--- src/rtl/wtf_pkg.sv ---
// Package: shared constants for the write-through flush tracker.
// Assumes: completion steps are handled in a fixed slot order each cycle.
package wtf_pkg;
    // Number of completion-step slots a single cycle can carry.
    localparam int STEP_SLOTS = 2;

    // Slot order: the acknowledgement step always precedes the clean-flush step.
    typedef enum logic {
        SLOT_ACK   = 1'b0,
        SLOT_CLEAN = 1'b1
    } step_slot_e;
endpackage

--- src/rtl/wtf_tally.sv ---
// Module: wtf_tally
// Keeps the saturating count of write-throughs issued but not yet acknowledged.
// The same-cycle issues are added before the acknowledgement is judged.
// An acknowledgement that finds the count at zero is refused, and it sets a
// sticky underflow flag.
// Assumes: at most two issues per cycle (plain issue plus dirty flush).
module wtf_tally #(
    parameter int W = 8
) (
    input  logic         clk,
    input  logic         rst_n,
    input  logic [1:0]   issue_cnt,
    input  logic         ack,
    output logic [W-1:0] count,
    output logic [W-1:0] count_next,
    output logic         ack_ok,
    output logic         underflow
);
    localparam logic [W-1:0]   MAXV  = '1;
    localparam logic [W-1:0]   ONE   = {{(W-1){1'b0}}, 1'b1};
    localparam logic [W+1:0]   MAXW  = {2'b00, MAXV};

    logic [W+1:0] wide_sum;
    logic [W-1:0] post_inc;

    // Add issues with saturation, then accept or refuse the acknowledgement.
    always_comb begin
        wide_sum   = {2'b00, count} + {{W{1'b0}}, issue_cnt};
        post_inc   = (wide_sum > MAXW) ? MAXV : wide_sum[W-1:0];
        ack_ok     = ack && (post_inc != '0);
        count_next = ack_ok ? (post_inc - ONE) : post_inc;
    end

    // Register the count and the sticky underflow flag.
    always_ff @(posedge clk) begin
        if (!rst_n) begin
            count     <= '0;
            underflow <= 1'b0;
        end else begin
            count <= count_next;
            if (ack && (post_inc == '0)) begin
                underflow <= 1'b1;
            end
        end
    end
endmodule

--- src/rtl/wtf_stepper.sv ---
// Module: wtf_stepper
// Holds the flush credit counter and applies up to two completion steps per
// cycle, in package slot order. A step adds one credit. If credits then
// exceed the outstanding count, it signals completion and gives the credit back.
// An accepted acknowledgement during a flush first removes one credit (floor 0).
// Assumes: out_next is the outstanding count after this cycle's issue/ack.
module wtf_stepper
    import wtf_pkg::*;
#(
    parameter int W = 8
) (
    input  logic         clk,
    input  logic         rst_n,
    input  logic         ack_ok,
    input  logic         clean,
    input  logic         flag_pre,
    input  logic [W-1:0] out_next,
    output logic [W-1:0] fcnt,
    output logic [W-1:0] fcnt_next,
    output logic         done_next,
    output logic         stepped
);
    localparam logic [W-1:0] MAXV = '1;
    localparam logic [W-1:0] ONE  = {{(W-1){1'b0}}, 1'b1};

    logic [STEP_SLOTS-1:0] req;
    logic [W-1:0]          f;

    // Gather the step requests, one per slot.
    always_comb begin
        req                  = '0;
        req[int'(SLOT_ACK)]   = ack_ok && flag_pre;
        req[int'(SLOT_CLEAN)] = clean;
    end

    // Apply the acknowledgement decrement and then each step in slot order.
    always_comb begin
        f         = fcnt;
        done_next = 1'b0;
        stepped   = 1'b0;
        if (req[int'(SLOT_ACK)] && (f != '0)) begin
            f = f - ONE;
        end
        for (int s = 0; s < STEP_SLOTS; s++) begin
            if (req[s]) begin
                stepped = 1'b1;
                if (f != MAXV) begin
                    f = f + ONE;
                end
                if (f > out_next) begin
                    done_next = 1'b1;
                    f         = f - ONE;
                end
            end
        end
        fcnt_next = f;
    end

    // Register the credit counter.
    always_ff @(posedge clk) begin
        if (!rst_n) begin
            fcnt <= '0;
        end else begin
            fcnt <= fcnt_next;
        end
    end
endmodule

--- src/rtl/write_through_flush_tracker.sv ---
// Module: write_through_flush_tracker (top)
// Tracks outstanding write-throughs and reports when a flush has completed.
// A dirty flush counts as a write-through issue. Clean flushes, and
// acknowledgements seen during a flush, drive completion steps.
// The in-flush flag drops once a step leaves both counters at zero.
// Assumes: inputs are single-cycle pulses synchronous to clk; reset is
// synchronous and active low.
module write_through_flush_tracker #(
    parameter int W = 8
) (
    input  logic clk,
    input  logic rst_n,
    input  logic wt_issue,
    input  logic wt_ack,
    input  logic flush_dirty,
    input  logic flush_clean,
    output logic flush_done,
    output logic in_flush,
    output logic underflow_err
);
    logic [1:0]   issue_cnt;
    logic [W-1:0] out_cnt;
    logic [W-1:0] out_next;
    logic         ack_ok;
    logic [W-1:0] fl_cnt;
    logic [W-1:0] fl_next;
    logic         done_next;
    logic         stepped;
    logic         flag_pre;
    logic         flag_next;

    // Count the write-throughs started this cycle.
    always_comb begin
        issue_cnt = {1'b0, wt_issue} + {1'b0, flush_dirty};
    end

    wtf_tally #(.W(W)) u_tally (
        .clk        (clk),
        .rst_n      (rst_n),
        .issue_cnt  (issue_cnt),
        .ack        (wt_ack),
        .count      (out_cnt),
        .count_next (out_next),
        .ack_ok     (ack_ok),
        .underflow  (underflow_err)
    );

    // A flush of either kind raises the flag before steps are judged.
    always_comb begin
        flag_pre  = in_flush || flush_dirty || flush_clean;
        flag_next = flag_pre &&
                    !(stepped && (out_next == '0) && (fl_next == '0));
    end

    wtf_stepper #(.W(W)) u_step (
        .clk       (clk),
        .rst_n     (rst_n),
        .ack_ok    (ack_ok),
        .clean     (flush_clean),
        .flag_pre  (flag_pre),
        .out_next  (out_next),
        .fcnt      (fl_cnt),
        .fcnt_next (fl_next),
        .done_next (done_next),
        .stepped   (stepped)
    );

    // Register the flag and the completion pulse.
    always_ff @(posedge clk) begin
        if (!rst_n) begin
            in_flush   <= 1'b0;
            flush_done <= 1'b0;
        end else begin
            in_flush   <= flag_next;
            flush_done <= done_next;
        end
    end
endmodule

--- config.mk ---
export PLATFORM = sky130hd
export DESIGN_NAME = write_through_flush_tracker
export DESIGN_NICKNAME = d
export VERILOG_FILES = /design/src/rtl/wtf_pkg.sv /design/src/rtl/wtf_tally.sv /design/src/rtl/wtf_stepper.sv /design/src/rtl/write_through_flush_tracker.sv
export SDC_FILE = /design/constraint.sdc
export NUM_CORES = 1
export LEC_CHECK = 0
export ABC_AREA = 1
export CORE_MARGIN = 1
export CORE_UTILIZATION = 45
export DETAILED_ROUTE_END_ITERATION = 16
export PLACE_DENSITY = 0.71
export SYNTH_ARGS = -nofsm -noshare
export SYNTH_HDL_FRONTEND = slang
export SYNTH_HIERARCHICAL = 1
export SYNTH_SLANG_ARGS = --single-unit
--- constraint.sdc ---
create_clock -name clk -period 14.55 [get_ports clk]
set_input_delay 4.365 -clock clk [delete_from_list [all_inputs] [get_ports clk]]
set_output_delay 4.365 -clock clk [all_outputs]
set_load 0.1 [all_outputs]
==> results of run 1 <==
==> layout by cell type, fill, tap and decap left out, drive strengths merged <==
cell           count
nand2            195
inv               85
nor2              72
nand3             58
ha                27
dfxtp             19
a21oi             17
o21ai             16
clkdlybuf4s50      8
xor2               8
nand4              7
clkbuf             3
xnor2              3
o21bai             3
nor3               3
nand3b             2
o21a               2
clkinv             2
or2                1
and2               1
o22ai              1
o211ai             1
fa                 1
==> worst max-delay path by stage <==
stage          slack, ns  depth (start not counted)        start       end
2_1_floorplan       3.07                         65     wt_issue  in_flush
3_3_place_gp        1.26                         65  flush_dirty  in_flush
3_5_place_dp        1.16                         65  flush_dirty  in_flush
4_1_cts             1.39                         65  flush_dirty  in_flush
5_1_grt             0.38                         65  flush_dirty  in_flush
6_report            1.34                         65  flush_dirty  in_flush
==> sequential cells by signal (all words and copies together) (netlist names) <==
signal,flops
u_step/fcnt,8
u_tally/count,8
flush_done,1
in_flush,1
u_tally/underflow,1
==> area by class of cell <==
| class | count | area, um2 | share of cell area [%] |
|---|---|---|---|
| multi-input cells | 418 | 2340 | 71.6 |
| clock buffers | 3 | 41.3 | 1.26 |
| well taps | 77 | 96.3 | 2.94 |
| repair buffers | 8 | 80.1 | 2.45 |
| clock inverters | 1 | 5.00 | 0.153 |
| inverters | 86 | 328 | 10.0 |
| flip-flops and latches | 19 | 380 | 11.6 |
==> kinds of logic (layout without fill, tap and decap cells) <==
group | after synthesis | count (layout) | share of synthesized area [%]
AND/OR/NAND/NOR | 339 | 339 | 53.4
buffers and inverters | 91 | 98 | 11.9
AO/OA/AOI/OAI | 40 | 40 | 7.49
XOR/XNOR | 11 | 11 | 3.36
adder cells (fa/ha/maj) | 28 | 28 | 11.6
flip-flops | 19 | 19 | 12.3
==> metrics by stage <==
step | cells | area (um2) | setup slack (ns) | hold WS (ns)
after floorplan | 528 | 3090 | 3.07 | 0.666
after global placement | 608 | 3230 | 1.26 | 0.449
after detailed placement | 608 | 3230 | 1.16 | 0.457
after CTS | 612 | 3270 | 1.39 | 0.474
after global routing | 612 | 3270 | 0.377 | 0.489
final | 612 | 3270 | 1.34 | 0.470
==> metal layers <==
layer / up-vias / track usage (%)
li1: 1670 / -
met1: 1402 / 31.6
met2: 82 / 35.1
met3: 12 / 0.778
met4: 0 / 6.16
met5: - / 0
==> worst max-delay path, delay by kind of cell <==
family	cells	cell delay, ns
compound gates	7	0.81
buf+inv	10	1.40
simple gates	40	4.64
fa+ha+maj	8	2.14
==> impl_metrics.csv, run 1 <==
group,metric,value,unit
outcome,status,"finished, violations left",
outcome,violations,"DRC",
clocking,clkSinkCount,19,
cells_and_area,insertedDiodeCount,0,
worst_hold_path,hold_end,"u_tally/underflow",
die,die_h,84.9,um
clocking,postCtsSetupBuffers,0,
clocking,cts_resized,0,
timing,min_period_over_period,90.8,%
route,firstDrtPassIters,11,
die,ios,9,
timing,tns,0,ns
critical_path,endpoint_kind,"register",
logic_synthesis,synth_common_cells,"nand2_1, inv_1, nor2_1",
global_route,grt_antenna_before_repair,0,
logic_synthesis,synth-edff-count,0,
critical_path,critPathMostFrequentCell,"nand2_1",
cells_and_area,nFillCells,691,
logic_synthesis,synth.top_cell.area_share,20.9,%
logic_synthesis,synth_cell_types,38,
logic_synthesis,ys.flop_type,"dfxtp_1",
logic_synthesis,synth_cells,528,
timing,period_minus_slack,13.21,ns
timing,tightestPinTransition,0.963,ns
route,vias,3166,
critical_path,cpPeakStageDelay,0.48,ns
route,routed.top_layer,"met4",
logic_synthesis,ys.warnings.count,6,
route,routed_via_density,5.17,
critical_path,worst-r2r-cell-count,63,
timing,hold_viol_final,0,
critical_path,r2r_end,"in_flush",
timing,setup_viol,0,
timing,finClkSkew,0.00267,ns
worst_hold_path,worstHoldStart,"u_tally/underflow",
logic_synthesis,synth_seq_cells,19,
global_route,global_route.overflow_total,0,
route,met2_length,3170,um
clocking,hold_buffers,0,
job,drv_cap,0,
worst_hold_path,holdCritPathClass,"reg -> reg",
critical_path,reg2reg_setup_slack,5.89,ns
route,wl_met1,3770,um
clocking,clk_path_buf_depth,2,
route,route.met3.wl,266,um
timing,max_freq,75.7,MHz
timing,rsz0062_at_grt,"no",
clocking,root_buffer,"clkbuf_8",
critical_path,rr_startpoint,"u_tally/count[0]",
die,start_util,47.6,%
logic_synthesis,yosysMostFrequentCell,"nand2_1",
die,row_count,29,
clocking,cts_inserted_buffers,3,
logic_synthesis,ys_seq_area_share,12.3,%
placement,routabilityCongestion,0.898,
critical_path,critPathLaunchType,"input port",
critical_path,worstPathRequired,14.70,ns
cells_and_area,fin_nets,570,
die,dieArea,7200,um2
global_route,grt_pass1_vias,2870,
clocking,h-tree-depth,1,
cells_and_area,drive_gt1_share,13.8,%
die,die_w,84.9,um
worst_hold_path,holdPathStages,1,
critical_path,worstPathArrival,13.37,ns
placement,portBuffers,8,
route,routed_wl,7380,um
clocking,clk_pin_slew,0.07,ns
critical_path,slowest_stage,"clkdlybuf4s50_1",
logic_synthesis,yosys-top-cells-area,"nand2_1, dfxtp_1, ha_1, inv_1, nand3_1",
logic_synthesis,yosys.area.top_type,"nand2_1",
critical_path,worst-setup-path-type,"in -> reg",
global_route,grt_pass1_wl,12800,um
timing,worst_slew_margin_rel,35.6,%
die,core,6490,um2
route,ant_nets,0,
clocking,clk_latency,0.25,ns
placement,dp_hpwl,6320,um
critical_path,worstPathMaxFanout,12,
timing,finalMaxSlewViolations,0,
logic_synthesis,synth_area,3090,um2
logic_synthesis,avgSynthCellArea,5.85,um2
cells_and_area,syn_to_final_growth,5.95,%
route,drt_iter0_markers,192,
logic_synthesis,syn_nets,562,
logic_synthesis,async_flop_share,0,%
cells_and_area,fin_util,50.4,%
clocking,cts_tree,"built",
route,post-route-drc-count,2,
route,wl_per_cell,12.1,um
global_route,grt_usage,21.7,%
global_route,grt_max_degree,13,
Power of run 1 is not shown: default switching activity piles up to over one toggle a cycle in this logic, so the estimate is an artifact.
==> run 2, diff against run 1 <==
==> constraint.sdc (replaced) <==
create_clock -name clk -period 16.79 [get_ports clk]
set_input_delay 5.037 -clock clk [delete_from_list [all_inputs] [get_ports clk]]
set_output_delay 5.037 -clock clk [all_outputs]
set_load 0.1 [all_outputs]
==> run 2 against run 1 <==
The flow still finishes with violations (DRC); utilization unchanged; setup slack better by 1.8 ns; global-route usage up 0.38 points; sequential share of layout area stayed put; clock skew is 0.0012 ns lower; non-clock buffer count is the same; via count increased by 1.2%; register-to-register slack improved by 2.5 ns; critical path depth stayed put; count of clock-buffer cells in the layout unchanged; hold slack is essentially flat; critical path type unchanged; critical endpoint unchanged.
==> impl_metrics.csv, run 2 (same netlist as run 1, synthesis figures left out) <==
group,metric,value,unit
cells_and_area,drive_gt1_share,13.8,%
die,start_util,47.6,%
critical_path,slowest_stage,"fa_1",
die,core,6490,um2
placement,dp_hpwl,6230,um
route,ant_nets,0,
clocking,h-tree-depth,1,
global_route,global_route.overflow_total,0,
cells_and_area,final-seq-area,380,um2
global_route,grt_max_degree,13,
clocking,root_buffer,"clkbuf_8",
timing,tns,0,ns
clocking,cts_inserted_buffers,3,
critical_path,cpPeakStageDelay,0.42,ns
timing,min_period_over_period,81.3,%
cells_and_area,fin_nets,570,
cells_and_area,multi_input_area,2340,um2
global_route,grt_antenna_before_repair,0,
timing,finClkSkew,0.00146,ns
clocking,cts_tree,"built",
worst_hold_path,holdCritPathClass,"reg -> reg",
timing,fin_ws,3.13,ns
clocking,clk_latency,0.25,ns
placement,preCtsSetupSlack,2.93,ns
critical_path,worstPathRequired,16.94,ns
critical_path,endpoint_kind,"register",
route,post-route-drc-count,2,
clocking,postCtsSetupBuffers,0,
cells_and_area,reg_top3,"u_step/fcnt: 8 flops, u_tally/count: 8 flops",
timing,worst_slew_margin_rel,35.7,%
critical_path,critPathLaunchType,"input port",
global_route,grt_pass1_wl,13100,um
route,routed_via_density,5.24,
critical_path,worst-r2r-cell-count,63,
die,die_h,84.9,um
route,wl_per_cell,12.2,um
critical_path,critPathLaunch,"wt_issue",
critical_path,worst-setup-path-type,"in -> reg",
critical_path,worstPathArrival,13.81,ns
outcome,status,"finished, violations left",
critical_path,reg2reg_setup_slack,8.35,ns
cells_and_area,mostFrequentLayoutCells,"nand2_1, inv_1, nor2_1, nand3_1, ha_1",
global_route,grt_usage,22.1,%
die,dieArea,7200,um2
timing,max_freq,73.2,MHz
route,drt_iter0_markers,316,
clocking,clk_pin_slew,0.07,ns
route,routed_wl,7450,um
outcome,violations,"DRC",
die,ios,9,
clocking,hold_buffers,0,
cells_and_area,insertedDiodeCount,0,
route,firstDrtPassIters,11,
critical_path,critPathMostFrequentCell,"nand2_1",
cells_and_area,nFillCells,649,
timing,tightestPinTransition,0.961,ns
clocking,cts_resized,0,
clocking,clk_path_buf_depth,2,
critical_path,worstPathMaxFanout,12,
cells_and_area,layout_commonest_cell,"nand2_1",
timing,rsz0062_at_grt,"no",
die,die_w,84.9,um
timing,period_minus_slack,13.66,ns
placement,portBuffers,8,
timing,hold_viol_final,0,
route,vias,3204,
die,row_count,29,
critical_path,endpoint,"in_flush",
cells_and_area,syn_to_final_growth,5.95,%
clocking,clkSinkCount,19,
placement,routabilityCongestion,0.858,
global_route,grt_pass1_vias,2865,
critical_path,r2r_end,"in_flush",
job,drv_cap,0,
cells_and_area,fin_util,50.4,%
critical_path,rr_startpoint,"u_tally/count[0]",
timing,setup_viol,0,
timing,finalMaxSlewViolations,0,
worst_hold_path,worstHoldStart,"u_tally/underflow",
-- run 2: cell counts in the layout (fill, tap and decap cells not counted) --
Identical to the previous run, type by type.
-- run 2: cell type report --
| type | instances | area share, % |
|---|---|---|
| clock buffer | 3 | 1.26 |
| clock inverter | 1 | 0.153 |
| inverter | 86 | 10.0 |
| multi-input combinational | 418 | 71.6 |
| sequential | 19 | 11.6 |
| tap | 77 | 2.94 |
| timing repair buffer | 8 | 2.45 |
-- run 2: layer usage --
layer,vias up,part of all wire [%],GRT usage (%)
met5,-,0,0
met1,1443,52,33.9
met4,0,0.94,4.31
met3,6,5.4,1.36
li1,1666,-,-
met2,89,41,34.1
-- run 2: worst min path at each step --
| stage | to | slack [ns] | depth (start not counted) |
|---|---|---|---|
| 2_1_floorplan | u_tally/count[0] | 0.67 | 4 |
| 3_3_place_gp | u_tally/underflow | 0.45 | 1 |
| 3_5_place_dp | u_tally/underflow | 0.46 | 1 |
| 4_1_cts | u_tally/underflow | 0.47 | 1 |
| 5_1_grt | u_tally/underflow | 0.49 | 1 |
| 6_report | u_tally/underflow | 0.47 | 1 |
-- run 2: critical path, delay by kind of cell --
kind,cells,cell delay (ns)
AND/OR/NAND/NOR,40,4.46
adder cells (fa/ha/maj),8,2.20
AO/OA/AOI/OAI,7,0.78
buffers and inverters,10,1.31
-- run 2: stage by stage --
stage                     std cells  instance area [um2]  hold WS (ns)
final                           612                 3270         0.470
after global routing            612                 3270         0.490
after CTS                       612                 3270         0.473
after detailed placement        608                 3230         0.457
after global placement          608                 3230         0.449
after floorplan                 528                 3090         0.666
Power of run 2 is left out for the same reason.
